==> src/rtl/xw_pkg.sv <==
package xw_pkg;

    localparam int NUM_XIRQ = 2;
    localparam int DATA_W   = 8;
    localparam int ADDR_W   = 2;

    // Register addresses
    typedef enum logic [ADDR_W-1:0] {
        RA_CTRL   = 2'd0,
        RA_STAT   = 2'd1,
        RA_KMASK  = 2'd2,
        RA_KLATCH = 2'd3
    } reg_addr_e;

    // Bit positions shared by control and status
    localparam int EN_LSB   = 0;
    localparam int LVL_LSB  = 2;
    localparam int KEY_BIT  = 4;

    typedef struct packed {
        logic                key_en;
        logic [NUM_XIRQ-1:0] lvl;
        logic [NUM_XIRQ-1:0] en;
    } ctrl_t;

    typedef struct packed {
        logic                key_flag;
        logic [NUM_XIRQ-1:0] xflag;
    } stat_t;

    function automatic ctrl_t ctrl_from_bus(input logic [DATA_W-1:0] d);
        ctrl_t c;
        c.en     = d[EN_LSB  +: NUM_XIRQ];
        c.lvl    = d[LVL_LSB +: NUM_XIRQ];
        c.key_en = d[KEY_BIT];
        return c;
    endfunction

    function automatic logic [DATA_W-1:0] ctrl_to_bus(input ctrl_t c);
        logic [DATA_W-1:0] d;
        d = '0;
        d[EN_LSB  +: NUM_XIRQ] = c.en;
        d[LVL_LSB +: NUM_XIRQ] = c.lvl;
        d[KEY_BIT]             = c.key_en;
        return d;
    endfunction

    function automatic logic [DATA_W-1:0] stat_to_bus(input stat_t s);
        logic [DATA_W-1:0] d;
        d = '0;
        d[EN_LSB +: NUM_XIRQ] = s.xflag;
        d[KEY_BIT]            = s.key_flag;
        return d;
    endfunction

endpackage

==> src/rtl/xw_sync.sv <==
module xw_sync #(
    parameter int   WIDTH   = 1,
    parameter int   STAGES  = 2,
    parameter logic RST_VAL = 1'b1
) (
    input  logic             clk,
    input  logic             rst,
    input  logic [WIDTH-1:0] d,
    output logic [WIDTH-1:0] q
);
    logic [STAGES-1:0][WIDTH-1:0] stg;

    always_ff @(posedge clk) begin
        if (rst) begin
            stg <= {(STAGES*WIDTH){RST_VAL}};
        end else begin
            stg[0] <= d;
            for (int s = 1; s < STAGES; s++) begin
                stg[s] <= stg[s-1];
            end
        end
    end

    assign q = stg[STAGES-1];
endmodule

==> src/rtl/xw_xirq_chan.sv <==
module xw_xirq_chan (
    input  logic clk,
    input  logic rst,
    input  logic pin_s,     // synchronised pin level
    input  logic lvl_sel,   // 1: edge or held low
    input  logic clr,       // write-one-to-clear strobe
    output logic flag,
    output logic fall,
    output logic low
);
    logic prev_q;
    logic set_ev;

    always_ff @(posedge clk) begin
        if (rst) prev_q <= 1'b1;
        else     prev_q <= pin_s;
    end

    assign fall   = prev_q & ~pin_s;
    assign low    = ~pin_s;
    assign set_ev = fall | (lvl_sel & low);

    // New event has priority over the clear
    always_ff @(posedge clk) begin
        if (rst) flag <= 1'b0;
        else     flag <= (flag & ~clr) | set_ev;
    end
endmodule

==> src/rtl/xw_key_bank.sv <==
module xw_key_bank #(
    parameter int NUM_KEYS = 8
) (
    input  logic                clk,
    input  logic                rst,
    input  logic [NUM_KEYS-1:0] pin_s,
    input  logic [NUM_KEYS-1:0] mask,
    input  logic                clr,
    output logic [NUM_KEYS-1:0] latch,
    output logic [NUM_KEYS-1:0] fall,
    output logic                flag
);
    logic [NUM_KEYS-1:0] prev_q;
    logic [NUM_KEYS-1:0] latch_nxt;

    always_ff @(posedge clk) begin
        if (rst) prev_q <= '1;
        else     prev_q <= pin_s;
    end

    generate
        for (genvar k = 0; k < NUM_KEYS; k++) begin : g_key
            assign fall[k]      = prev_q[k] & ~pin_s[k];
            assign latch_nxt[k] = (latch[k] & ~clr) | fall[k];
        end
    endgenerate

    always_ff @(posedge clk) begin
        if (rst) begin
            latch <= '0;
            flag  <= 1'b0;
        end else begin
            latch <= latch_nxt;
            flag  <= (flag & ~clr) | (|(latch_nxt & mask));
        end
    end
endmodule

==> src/rtl/xirq_wake_ctrl.sv <==
module xirq_wake_ctrl
    import xw_pkg::*;
#(
    parameter int NUM_KEYS    = 8,
    parameter int SYNC_STAGES = 2
) (
    input  logic                clk,
    input  logic                rst,
    input  logic [1:0]          xirq_pin,
    input  logic [NUM_KEYS-1:0] key_pin,
    input  logic                wr_en,
    input  logic [1:0]          addr,
    input  logic [7:0]          wdata,
    output logic [7:0]          rd_data,
    output logic                xirq_req,
    output logic                key_req
);
    localparam int KEY_W = (NUM_KEYS < DATA_W) ? NUM_KEYS : DATA_W;

    ctrl_t               ctrl_q;
    logic [NUM_KEYS-1:0] kmask_q;
    logic [NUM_XIRQ-1:0] xirq_s;
    logic [NUM_KEYS-1:0] key_s;
    logic [NUM_XIRQ-1:0] xflag;
    logic [NUM_XIRQ-1:0] xfall;
    logic [NUM_XIRQ-1:0] xlow;
    logic [NUM_KEYS-1:0] key_latch;
    logic [NUM_KEYS-1:0] key_fall;
    logic                key_flag;
    logic                wr_stat;
    logic [NUM_XIRQ-1:0] xclr;
    logic                kclr;
    stat_t               stat_v;

    xw_sync #(.WIDTH(NUM_XIRQ), .STAGES(SYNC_STAGES), .RST_VAL(1'b1)) u_sync_x (
        .clk(clk), .rst(rst), .d(xirq_pin), .q(xirq_s)
    );

    xw_sync #(.WIDTH(NUM_KEYS), .STAGES(SYNC_STAGES), .RST_VAL(1'b1)) u_sync_k (
        .clk(clk), .rst(rst), .d(key_pin), .q(key_s)
    );

    assign wr_stat = wr_en && (reg_addr_e'(addr) == RA_STAT);
    assign xclr    = {NUM_XIRQ{wr_stat}} & wdata[EN_LSB +: NUM_XIRQ];
    assign kclr    = wr_stat & wdata[KEY_BIT];

    generate
        for (genvar i = 0; i < NUM_XIRQ; i++) begin : g_xirq
            xw_xirq_chan u_chan (
                .clk    (clk),
                .rst    (rst),
                .pin_s  (xirq_s[i]),
                .lvl_sel(ctrl_q.lvl[i]),
                .clr    (xclr[i]),
                .flag   (xflag[i]),
                .fall   (xfall[i]),
                .low    (xlow[i])
            );
        end
    endgenerate

    xw_key_bank #(.NUM_KEYS(NUM_KEYS)) u_keys (
        .clk  (clk),
        .rst  (rst),
        .pin_s(key_s),
        .mask (kmask_q),
        .clr  (kclr),
        .latch(key_latch),
        .fall (key_fall),
        .flag (key_flag)
    );

    // Control and mask registers
    always_ff @(posedge clk) begin
        if (rst) begin
            ctrl_q  <= '0;
            kmask_q <= '0;
        end else if (wr_en) begin
            case (reg_addr_e'(addr))
                RA_CTRL:  ctrl_q  <= ctrl_from_bus(wdata);
                RA_KMASK: kmask_q <= NUM_KEYS'(wdata[KEY_W-1:0]);
                default:  ;
            endcase
        end
    end

    assign stat_v.xflag    = xflag;
    assign stat_v.key_flag = key_flag;

    always_comb begin
        case (reg_addr_e'(addr))
            RA_CTRL:   rd_data = ctrl_to_bus(ctrl_q);
            RA_STAT:   rd_data = stat_to_bus(stat_v);
            RA_KMASK:  rd_data = DATA_W'(kmask_q[KEY_W-1:0]);
            default:   rd_data = DATA_W'(key_latch[KEY_W-1:0]);
        endcase
    end

    assign xirq_req = |(xflag & ctrl_q.en);
    assign key_req  = key_flag & ctrl_q.key_en;

endmodule

==> config.mk <==
export PLATFORM = sky130hd
export DESIGN_NAME = xirq_wake_ctrl
export DESIGN_NICKNAME = d
export VERILOG_FILES = /design/src/rtl/xw_pkg.sv /design/src/rtl/xw_sync.sv /design/src/rtl/xw_xirq_chan.sv /design/src/rtl/xw_key_bank.sv /design/src/rtl/xirq_wake_ctrl.sv
export SDC_FILE = /design/constraint.sdc
export NUM_CORES = 1
export LEC_CHECK = 0
export CELL_PAD_IN_SITES_DETAIL_PLACEMENT = 2
export CELL_PAD_IN_SITES_GLOBAL_PLACEMENT = 2
export CORE_ASPECT_RATIO = 1.1
export CORE_UTILIZATION = 43
export DETAILED_ROUTE_END_ITERATION = 10
export DONT_BUFFER_PORTS = 1
export GPL_TIMING_DRIVEN = 0
export PLACE_DENSITY = 0.8
export SYNTH_ARGS = -nofsm -noshare
export SYNTH_HDL_FRONTEND = slang
export SYNTH_HIERARCHICAL = 1
export SYNTH_SLANG_ARGS = --single-unit
==> constraint.sdc <==
create_clock -name clk -period 2.5 [get_ports clk]
set_input_delay 0.25 -clock clk [delete_from_list [all_inputs] [get_ports clk]]
set_output_delay 0.25 -clock clk [all_outputs]
set_load 0.05 [all_outputs]
## Word level (Yosys, flattened, before mapping)

Index checks and enable logic that the tools add are counted.

- Input bits: 23
- Word-level logic and storage cells: 78
- Register bits after elaboration: 54

- Equal/unequal tests: 2
- Mux-type cells: 1
- Reduce and logical (&&, ||, !) cells: 6
- Bitwise gates (word level): 54

Operators with widths:

| cell | number |
|---|---|
| AND 1 bit | 25 |
| case mux 8 bit (3 select lines) | 1 |
| inverter 1 bit | 13 |
| bitwise OR 1 bit | 13 |
| AND 8 bit | 1 |
| OR reduction 8 bit | 1 |
| AND 2 bit | 2 |
| AND reduction 2 bit | 2 |
| == test 2 x 1 -> 1 bit (second input constant) | 1 |
| == test 2 bit (second input constant) | 1 |
| zero test 2 bit | 1 |
| OR reduction 2 bit | 1 |
| logical AND 1 bit | 1 |

## Depth between registers and ports, before layout

Gate-level depths: netlist (run 1).

- Word-level depth: 9
- Depth in mapped cells: 7
- Gate-level depth less buffers: 6

## Cells and area by module

Netlist (run 1), hierarchy kept.

By module, submodules not included:

| module | seq. area each (um^2) | times used | cells an instance | area each (um^2) |
|---|---|---|---|---|
| xirq_wake_ctrl | 260.2 | 1 | 75 | 775.7 |
| xw_key_bank | 340.3 | 1 | 67 | 654.4 |
| xw_sync at u_sync_k | 320.3 | 1 | 41 | 491.7 |
| xw_xirq_chan | 40.0 | 2 | 8 | 85.1 |
| xw_sync at u_sync_x | 80.1 | 1 | 10 | 120.1 |

## Worst setup path before layout (run 1)

OpenSTA, ideal clock, no wires.

- Path kind: input-to-reg
- Start point: input addr[0]
- End point: register u_keys.flag
- Slack: 0.927 ns
- Cell stages on the path: 7
- Arrival time: 1.453 ns
- Buffers on the path: 1
- Data required time: 2.380 ns
- Path through: buf_2 -> and3b_1 -> and2_1 -> inv_2 -> a21oi_4 -> o221ai_2 -> o31a_1

- Longest elaborated chain between the ends: 9

RTL lines:

| what | line | source |
|---|---|---|
| start, declared | xirq_wake_ctrl.sv:12 | `input logic [1:0] addr,` |
| == test 2 x 1 -> 1 bit (*) | xirq_wake_ctrl.sv:43 | `assign wr_stat = wr_en && (reg_addr_e'(addr) == RA_STAT);` |
| logical AND 1 bit (*) | xirq_wake_ctrl.sv:43 |  |
| AND 1 bit (*) | xirq_wake_ctrl.sv:45 | `assign kclr = wr_stat & wdata[KEY_BIT];` |
| named net kclr | xirq_wake_ctrl.sv:32 | `logic kclr;` |
| inverter 1 bit (*) | xw_key_bank.sv:24, xw_key_bank.sv:34 |  |
| AND 1 bit | xw_key_bank.sv:24 | `assign latch_nxt[k] = (latch[k] & ~clr) \| fall[k];` |
| bitwise OR 1 bit | xw_key_bank.sv:24 |  |
| AND 8 bit | xw_key_bank.sv:34 | `flag <= (flag & ~clr) \| (\|(latch_nxt & mask));` |
| OR reduction 8 bit | xw_key_bank.sv:34 |  |
| bitwise OR 1 bit (*) | xw_key_bank.sv:34 |  |
| end signal, assigned | xw_key_bank.sv:34 |  |
| end, declared | xw_key_bank.sv:11 | `output logic flag` |

Mark *: on every way through the listed nets, which the timed path passes. The rest lies on a longest branch.
A chain may end at the register's enable or synchronous reset.

## Worst setup path after layout (run 1)

- Start point: register u_keys.latch[7]
- End point: output rd_data[7]

- Longest elaborated chain between the ends: 1

RTL lines:

| what | line | source |
|---|---|---|
| start, declared | xw_key_bank.sv:9 | `output logic [NUM_KEYS-1:0] latch,` |
| start signal, assigned | xw_key_bank.sv:33 | `latch <= latch_nxt;` |
| case mux 8 bit (3 select lines) | xirq_wake_ctrl.sv:91 | `case (reg_addr_e'(addr))` |
| end, declared | xirq_wake_ctrl.sv:14 | `output logic [7:0] rd_data,` |

No other way between the ends.

==> out/qor.yml, run 1 <==
floorplanning:
  die_width_um: 70
  initial_core_util_pct: 45.7
  dieArea_um2: 5380
  core_region_area_um2: 4780
  die_y_um: 76.8
  io_pins: 33
  rows: 26
cts:
  clk_pin_slew_ns: 0.10
  clk_latency_ns: 0.31
  ctsLongestPathBuffers: 2
  cts_tree: "yes"
  clock-sinks: 54
  cts_inserted_buffers: 5
  ctsHoldBuffers: 0
  postCtsSetupBuffers: 0
  cts-resized-gates: 0
  root_buffer: "clkbuf_8"
  htreeDepth: 2
sta:
  fin_crit_ns: 1.80
  relSlewSlack_pct: 37.2
  tightest_slew_ns: 0.939
  setup_tns_ns: 0
  timing.final.max_slew_violations: 0
  skew_ns: 0.00555
  setup_viol: 0
  rsz0062_at_grt: "false"
  clock.fmax_mhz: 556
  hold_viol: 0
  fin_crit_sh_pct: 71.9
detailed_routing:
  via_count: 1391
  postRouteAntennaNets: 0
  drt_wl_total_um: 4830
  post_drt_wl_per_cell_um: 17.9
  drc_errors: 0
  drt_iter0_drc: 44
  first_pass_iters: 4
  viasPerCell: 5.17
pwr:
  p_leak_uw: 0.000918
  p_per_area_nw_per_um2: 691
  peakVddDrop_v: 0.000315
synthesis:
  synthCells: 205
  synth_area_um2: 2190
  yosysWarnings: 6
  syn_area_per_cell_um2: 10.7
  syn_nets: 228
cells_and_area:
  syn2layout_area_growth_pct: 8.24
  final_common_cell: "dfxtp_1"
  num-fill-cells: 492
  diodes: 0
  final_nets: 235
  final_cell_mix: "54 x dfxtp_1, 21 x nand2b_1, 20 x or2_1, 16 x mux2i_1, 15 x nor2_1"
  final_layout_size_suffix_gt1_share_pct: 21.1
  final_util_pct: 49.5
critical_path:
  critPathKind: "register to output pin"
  rr_worst_depth: 5
  critPathSlowestCell: "nor2b_1"
  cp-end-kind: "output pin"
  r2r_end: "u_keys/flag"
  cp.required_ns: 2.25
  ff2ff_setup_slack_ns: 1.17
  crit_path_start_kind: "register"
  critPathMaxFanout: 2
  crit_family: "simple AND/OR/NAND/NOR gates"
  max_stage_delay_ns: 0.74
  r2r-start: "u_sync_k/q[6]"
  arrival_ns: 1.55
  path_cells: "mux2i_1 > nor2b_1"
  crit_buf_inv: 0
  cp.depth: 2
placed_design:
  io_buffers: 0
  hpwl_um: 3490
  gp_congestion: 0.765
worst_hold_path:
  hold_depth: 1
  hp-start: "key_pin[5]"
  min_path_type: "input port to register"
  hold_path_end: "u_sync_k/stg[5]"
grt:
  grt_pass1_wl_um: 8250
  grt_overflow: 0
  antenna_found_initial: 0
  grtUsageTotal_pct: 20.6
  grt_max_degree: 27
  grt_pass1_vias: 1581
job:
  max_cap_viol_count: 0
status:
  status: "completed"
==> routing by layer <==
layer  track usage [%]  share of wire [%]  wire [um]  up-vias
met5                 0                  0          0        -
met4              10.8                3.1        151        0
met3              5.39                4.8        233       11
met2              35.6                 51       2470       41
met1              22.9                 41       1970      670
li1                  -                  -          -      669
==> worst register-to-register path: cells and delay by family, from the launching register on <==
kind                   cells  cell delay, ns
flip-flops                 1            0.33
AO/OA/AOI/OAI              3            0.62
buffers and inverters      1            0.10
AND/OR/NAND/NOR            1            0.19
==> metrics by stage <==
stage	setup WS (ns)	hold WS (ns)	instances	power, uW	area, um2
CTS	0.679	0.0161	269	1670	2370
global route	0.618	0.0130	269	1720	2370
floorplan	0.927	0.347	205	1050	2190
global placement	0.560	0.348	261	1070	2260
finish	0.702	0.0324	269	1640	2370
detailed placement	0.510	0.351	261	1080	2260
==> area by class of cell <==
| class | count | area (um2) | share of cell area, % |
|---|---|---|---|
| clock inverter | 2 | 37.5 | 1.59 |
| buffer | 18 | 124 | 5.23 |
| clock buffer | 6 | 72.6 | 3.07 |
| tap | 56 | 70.1 | 2.96 |
| sequential | 54 | 1080 | 45.7 |
| multi-input combinational | 126 | 956 | 40.4 |
| inverter | 7 | 26.3 | 1.11 |
==> flip-flops by register name (all words and copies together) (netlist names) <==
signal and cells:
u_keys/prev_q 8, u_sync_k/q 8, u_sync_x/stg 2, kmask_q 8, u_keys/latch 8, g_xirq.u_chan/prev_q 2
u_sync_k/stg 8, ctrl_q 5, u_sync_x/q 2, u_keys/flag 1, g_xirq.u_chan/flag 2
==> power breakdown <==
part	internal, uW	switching (uW)
clock network	299	278
registers	896	19.0
logic	64.6	79.8
total	1260	377
==> how the worst max path moves through the flow <==
stage / end / from
floorplan: u_keys/flag / addr[0]
global placement: u_keys/flag / addr[0]
detailed placement: u_keys/flag / addr[0]
CTS: rd_data[7] / u_keys/latch[7]
global route: rd_data[7] / u_keys/latch[7]
finish: rd_data[7] / u_keys/latch[7]
No activity file was read; power rests on OpenSTA's default activity.
==> run 2: changes to the inputs <==
ABC_AREA = 1   (was unset)
CORE_UTILIZATION = 35   (was 43)
PLACE_DENSITY = 0.75   (was 0.8)
clock period = 1.7 ns   (was 2.5 ns; I/O delays follow)
==> run 2 against run 1 <==
Effect of this change: the flow now finishes with violations (negative hold slack, negative setup slack); worst setup slack worse by 0.70 ns; flip-flop and latch count unchanged; final cell count up 53%; die area up 25%; count of clock-buffer cells in the layout up 1; non-clock buffer count up 20; synthesized cell count up 48%; clock skew down 0.0032 ns; critical path type unchanged; largest power group unchanged.
==> out/qor.yml, run 2 <==
floorplanning:
  io_pins: 33
  initial_core_util_pct: 36.3
  rows: 30
  core_region_area_um2: 6160
  die_width_um: 78.2
  dieArea_um2: 6710
  die_y_um: 85.8
sta:
  worst_slack_ns: -0.00264
  setup_tns_ns: -0.00381
  timing.final.max_slew_violations: 0
  setup_viol: 2
  clock.fmax_mhz: 587
  rsz0062_at_grt: "true"
  fin_crit_sh_pct: 100
  fin_crit_ns: 1.70
  tightest_slew_ns: 1.09
  hold_viol: 2
  hold_slack_ns: -0.00383
  skew_ns: 0.00233
  relSlewSlack_pct: 27.2
cells_and_area:
  diodes: 0
  final_util_pct: 42.8
  final_layout_size_suffix_gt1_share_pct: 14.5
  final_cell_mix: "93 x nand2_1, 52 x dfxtp_1, 51 x inv_1, 28 x nor2_1, 17 x dlygate4sd3_1"
  syn2layout_area_growth_pct: 17.9
  fin_area_um2: 2640
  final_nets: 353
  num-fill-cells: 750
  final_common_cell: "nand2_1"
critical_path:
  crit_path_start_kind: "register"
  critPathKind: "register to output pin"
  critPathMaxFanout: 2
  path_cells: "inv_2 > o211ai_1"
  critPathSlowestCell: "o211ai_1"
  startpoint: "kmask_q[2]"
  max_stage_delay_ns: 0.84
  arrival_ns: 1.53
  r2r-start: "u_sync_k/q[6]"
  cp.required_ns: 1.53
  cp-end-kind: "output pin"
pwr:
  swShare_pct: 26.5
  peakVddDrop_v: 0.000421
  p_per_area_nw_per_um2: 936
  internal-power_uw: 1810
  p_leak_uw: 0.00135
  p_seq_share_pct: 55.0
  p_clk_share_pct: 32.8
  p_comb_share_pct: 12.2
  p_sw_uw: 653
cts:
  htreeDepth: 2
  clock-sinks: 54
  cts_inserted_buffers: 5
  clk_latency_ns: 0.31
  ctsLongestPathBuffers: 2
  cts_tree: "yes"
  clk_pin_slew_ns: 0.10
  root_buffer: "clkbuf_8"
synthesis:
  yosysWarnings: 6
  synthCells: 303
  syn_nets: 326
  syn_area_per_cell_um2: 7.38
  synth_area_um2: 2230
job:
  max_cap_viol_count: 0
detailed_routing:
  first_pass_iters: 4
  drt_iter0_drc: 63
  drc_errors: 0
  postRouteAntennaNets: 0
  drt_wl_total_um: 5570
  via_count: 1877
  viasPerCell: 4.57
  post_drt_wl_per_cell_um: 13.5
grt:
  grt_pass1_wl_um: 9470
  grtUsageTotal_pct: 18.6
  grt_overflow: 0
  antenna_found_initial: 0
  grt_pass1_vias: 2045
  grt_max_degree: 17
worst_hold_path:
  min_path_type: "input port to register"
  hp-start: "rst"
placed_design:
  hpwl_um: 4120
  placed_cell_area_um2: 2330
  io_buffers: 0
  gp_congestion: 0.749
status:
  violations: "negative hold slack, negative setup slack"
  status: "finished, violations left"
[run 2: routing by layer]
metal	GRT usage, %	wire length [um]	vias up	part of all wire (%)
met5	0	0	-	0
met4	5.56	68	0	1.2
met3	3.94	171	6	3.1
met2	32.6	2840	25	51
met1	22.7	2490	902	45
li1	-	-	944	-
[run 2: worst max-delay path, delay by kind of cell, from the launching register on]
kind | cells | cell delay [ns]
flops | 1 | 0.34
buf+inv | 1 | 0.04
compound gates | 1 | 0.84
[run 2: area by class of cell]
type                            count  area (um2)  share of cell area (%)
Sequential cell                    54        1080                    41.1
Clock inverter                      1        8.76                   0.332
Tap cell                           80         100                    3.80
Inverter                           60         233                    8.83
Multi-Input combinational cell    171         768                    29.2
Clock buffer                        7        96.3                    3.66
Buffer                             18         153                    5.79
Timing Repair Buffer               20         193                    7.31
[run 2: power groups by stage]
stage	Combinational [uW]	Clock [uW]	Sequential, uW
floorplan	215	0	1370
global placement	253	0	1380
detailed placement	264	0	1390
CTS	306	841	1360
global route	338	877	1360
finish	301	809	1360
[run 2: worst paths after layout]
| path | endpoint | slack (ns) | depth (start not counted) |
|---|---|---|---|
| worst min register to register | u_sync_k/q[2] | 0.42 | 2 |
| worst max-delay path | rd_data[2] | -0.003 | 2 |
| worst max register to register | u_keys/flag | 0.58 | 10 |
| worst min-delay path | u_sync_k/q[0] | -0.004 | 2 |
[run 2: metrics by stage]
| stage | worst slack (ns) | power (uW) | cells |
|---|---|---|---|
| final | -0.00264 | 2470 | 411 |
| after global routing | -0.0529 | 2580 | 411 |
| after CTS | -0.0166 | 2510 | 411 |
| after detailed placement | -0.0148 | 1650 | 383 |
| after global placement | -0.188 | 1640 | 383 |
| after floorplan | -0.0208 | 1590 | 303 |
[run 2: what timing repair did]
| action | in CTS | in global routing |
|---|---|---|
| hold buffers | 17 | 0 |
| pin swaps | 2 | 0 |
| endpoints found under the hold margin | 22 | 0 |
| setup endpoints to repair | 2 | 2 |
| resized for setup | 4 | 0 |
| setup buffers | 3 | 0 |
==> run 3: changes to the inputs <==
ABC_AREA = unset   (was 1)
CORE_UTILIZATION = 39   (was 35)
GPL_ROUTABILITY_DRIVEN = 0   (was unset)
PLACE_DENSITY = 0.73   (was 0.75)
==> run 3 against run 2 <==
Effect of this change: the flow now finishes without violations; critical endpoint is now u_keys/flag; critical path depth grew 5; clock power grew 4.3%; final cell count shrank 26%; non-clock buffer count shrank 5; first-iteration DRC count shrank 44%; largest cell class unchanged; sequential power is essentially flat; power shrank 1.4%; worst setup slack gained 0.20 ns.
==> out/qor.yml, run 3 (same netlist as run 1, synthesis figures left out) <==
status:
  status: "completed"
pwr:
  p_seq_share_pct: 55.4
  internal-power_uw: 1880
  swShare_pct: 22.8
  peakVddDrop_v: 0.000682
  p_comb_share_pct: 9.8
  p_clk_share_pct: 34.7
  p_leak_uw: 0.000978
  p_sw_uw: 555
  p_per_area_nw_per_um2: 954
cells_and_area:
  final_layout_size_suffix_gt1_share_pct: 21.1
  final_cell_mix: "54 x dfxtp_1, 21 x nand2b_1, 20 x or2_1, 16 x mux2i_1"
  final_nets: 250
  final_common_cell: "dfxtp_1"
  regArea_um2: 1080
  syn2layout_area_growth_pct: 16.5
  diodes: 0
  final_util_pct: 47.2
  multi_input_area_um2: 963
  num-fill-cells: 604
cts:
  root_buffer: "clkbuf_8"
  htreeDepth: 2
  clk_latency_ns: 0.30
  cts_inserted_buffers: 5
  cts_tree: "yes"
  postCtsSetupBuffers: 0
  ctsLongestPathBuffers: 2
  clk_pin_slew_ns: 0.09
  clock-sinks: 54
detailed_routing:
  drt_iter0_drc: 35
  postRouteAntennaNets: 0
  drt_wl_total_um: 4700
  drc_errors: 0
  first_pass_iters: 4
  post_drt_wl_per_cell_um: 15.5
  viasPerCell: 4.80
  via_count: 1453
grt:
  grt_pass1_vias: 1581
  antenna_found_initial: 0
  grt_pass1_wl_um: 7480
  grt_overflow: 0
  grt_max_degree: 18
  grtUsageTotal_pct: 17.0
sta:
  hold_slack_ns: 0.0230
  tightest_slew_ns: 0.558
  setup_viol: 0
  relSlewSlack_pct: 62.6
  fin_crit_ns: 1.51
  rsz0062_at_grt: "false"
  clock.fmax_mhz: 663
  fin_crit_sh_pct: 88.7
  timing.final.max_slew_violations: 0
  hold_viol: 0
  skew_ns: 0.00363
critical_path:
  critPathKind: "input port to register"
  critPathSlowestCell: "and2_1"
  critPathMaxFanout: 10
  cp-end-kind: "register"
  crit_path_start_kind: "input port"
  arrival_ns: 1.70
  max_stage_delay_ns: 0.29
  cp.required_ns: 1.90
  path_cells: "buf_2 > and3b_1 > and2_1 > inv_2 > a21oi_1 > o2111ai_1 > o31a_1"
placed_design:
  hpwl_um: 3410
  io_buffers: 0
floorplanning:
  rows: 28
  core_region_area_um2: 5400
  initial_core_util_pct: 40.5
  die_y_um: 80.5
  io_pins: 33
  dieArea_um2: 5910
  die_width_um: 73.4
job:
  max_cap_viol_count: 0
worst_hold_path:
  min_path_type: "input port to register"
[run 3: cell type report]
| class | count | share of cell area [%] |
|---|---|---|
| Buffer | 18 | 4.86 |
| Clock buffer | 6 | 2.85 |
| Clock inverter | 2 | 1.47 |
| Inverter | 7 | 1.03 |
| Multi-Input combinational cell | 126 | 37.8 |
| Sequential cell | 54 | 42.4 |
| Tap cell | 75 | 3.68 |
| Timing Repair Buffer | 15 | 5.89 |
[run 3: metal layers]
metal  vias to the layer above  GRT usage, %  wire length, um
li1                        700             -                -
met1                       722          18.1             1860
met2                        29          33.3             2650
met3                         2          3.39              157
met4                         0          4.62               27
met5                         -             0                0
[run 3: power groups by stage]
stage / clock, uW / combinational [uW] / sequential (uW)
floorplan: 0 / 178 / 1360
global placement: 0 / 199 / 1370
detailed placement: 0 / 208 / 1380
CTS: 878 / 241 / 1350
global route: 913 / 260 / 1350
finish: 844 / 239 / 1350
[run 3: stage by stage]
stage               setup WS (ns)  setup TNS [ns]  cell area [um2]  power [uW]  cells
floorplan                   0.207               0             2190        1540    205
global placement          -0.0936         -0.0936             2280        1570    280
detailed placement         -0.171          -0.171             2280        1590    280
CTS                        0.0198               0             2540        2470    303
global route               0.0774               0             2550        2530    303
finish                      0.193               0             2550        2430    303
[run 3: critical path: cells and delay by family]
| family | cells | cell delay, ns |
|---|---|---|
| compound gates | 3 | 0.59 |
| simple gates | 2 | 0.57 |
| buf+inv | 2 | 0.37 |
[run 3: final timing paths]
check,start,to,slack [ns],cells past startpoint
setup / recovery,addr[0],u_keys/flag,0.19,7
hold / removal,wdata[6],kmask_q[6],0.02,2
setup reg to reg,u_sync_k/q[4],u_keys/flag,0.42,5
hold reg to reg,u_sync_k/stg[1],u_sync_k/q[1],0.41,1
[run 3: repair_timing]
action	4_1_cts	5_1_grt
hold buffers	15	0
endpoints found under the hold margin	27	0
resized for setup	1	2
setup endpoints to repair	1	2
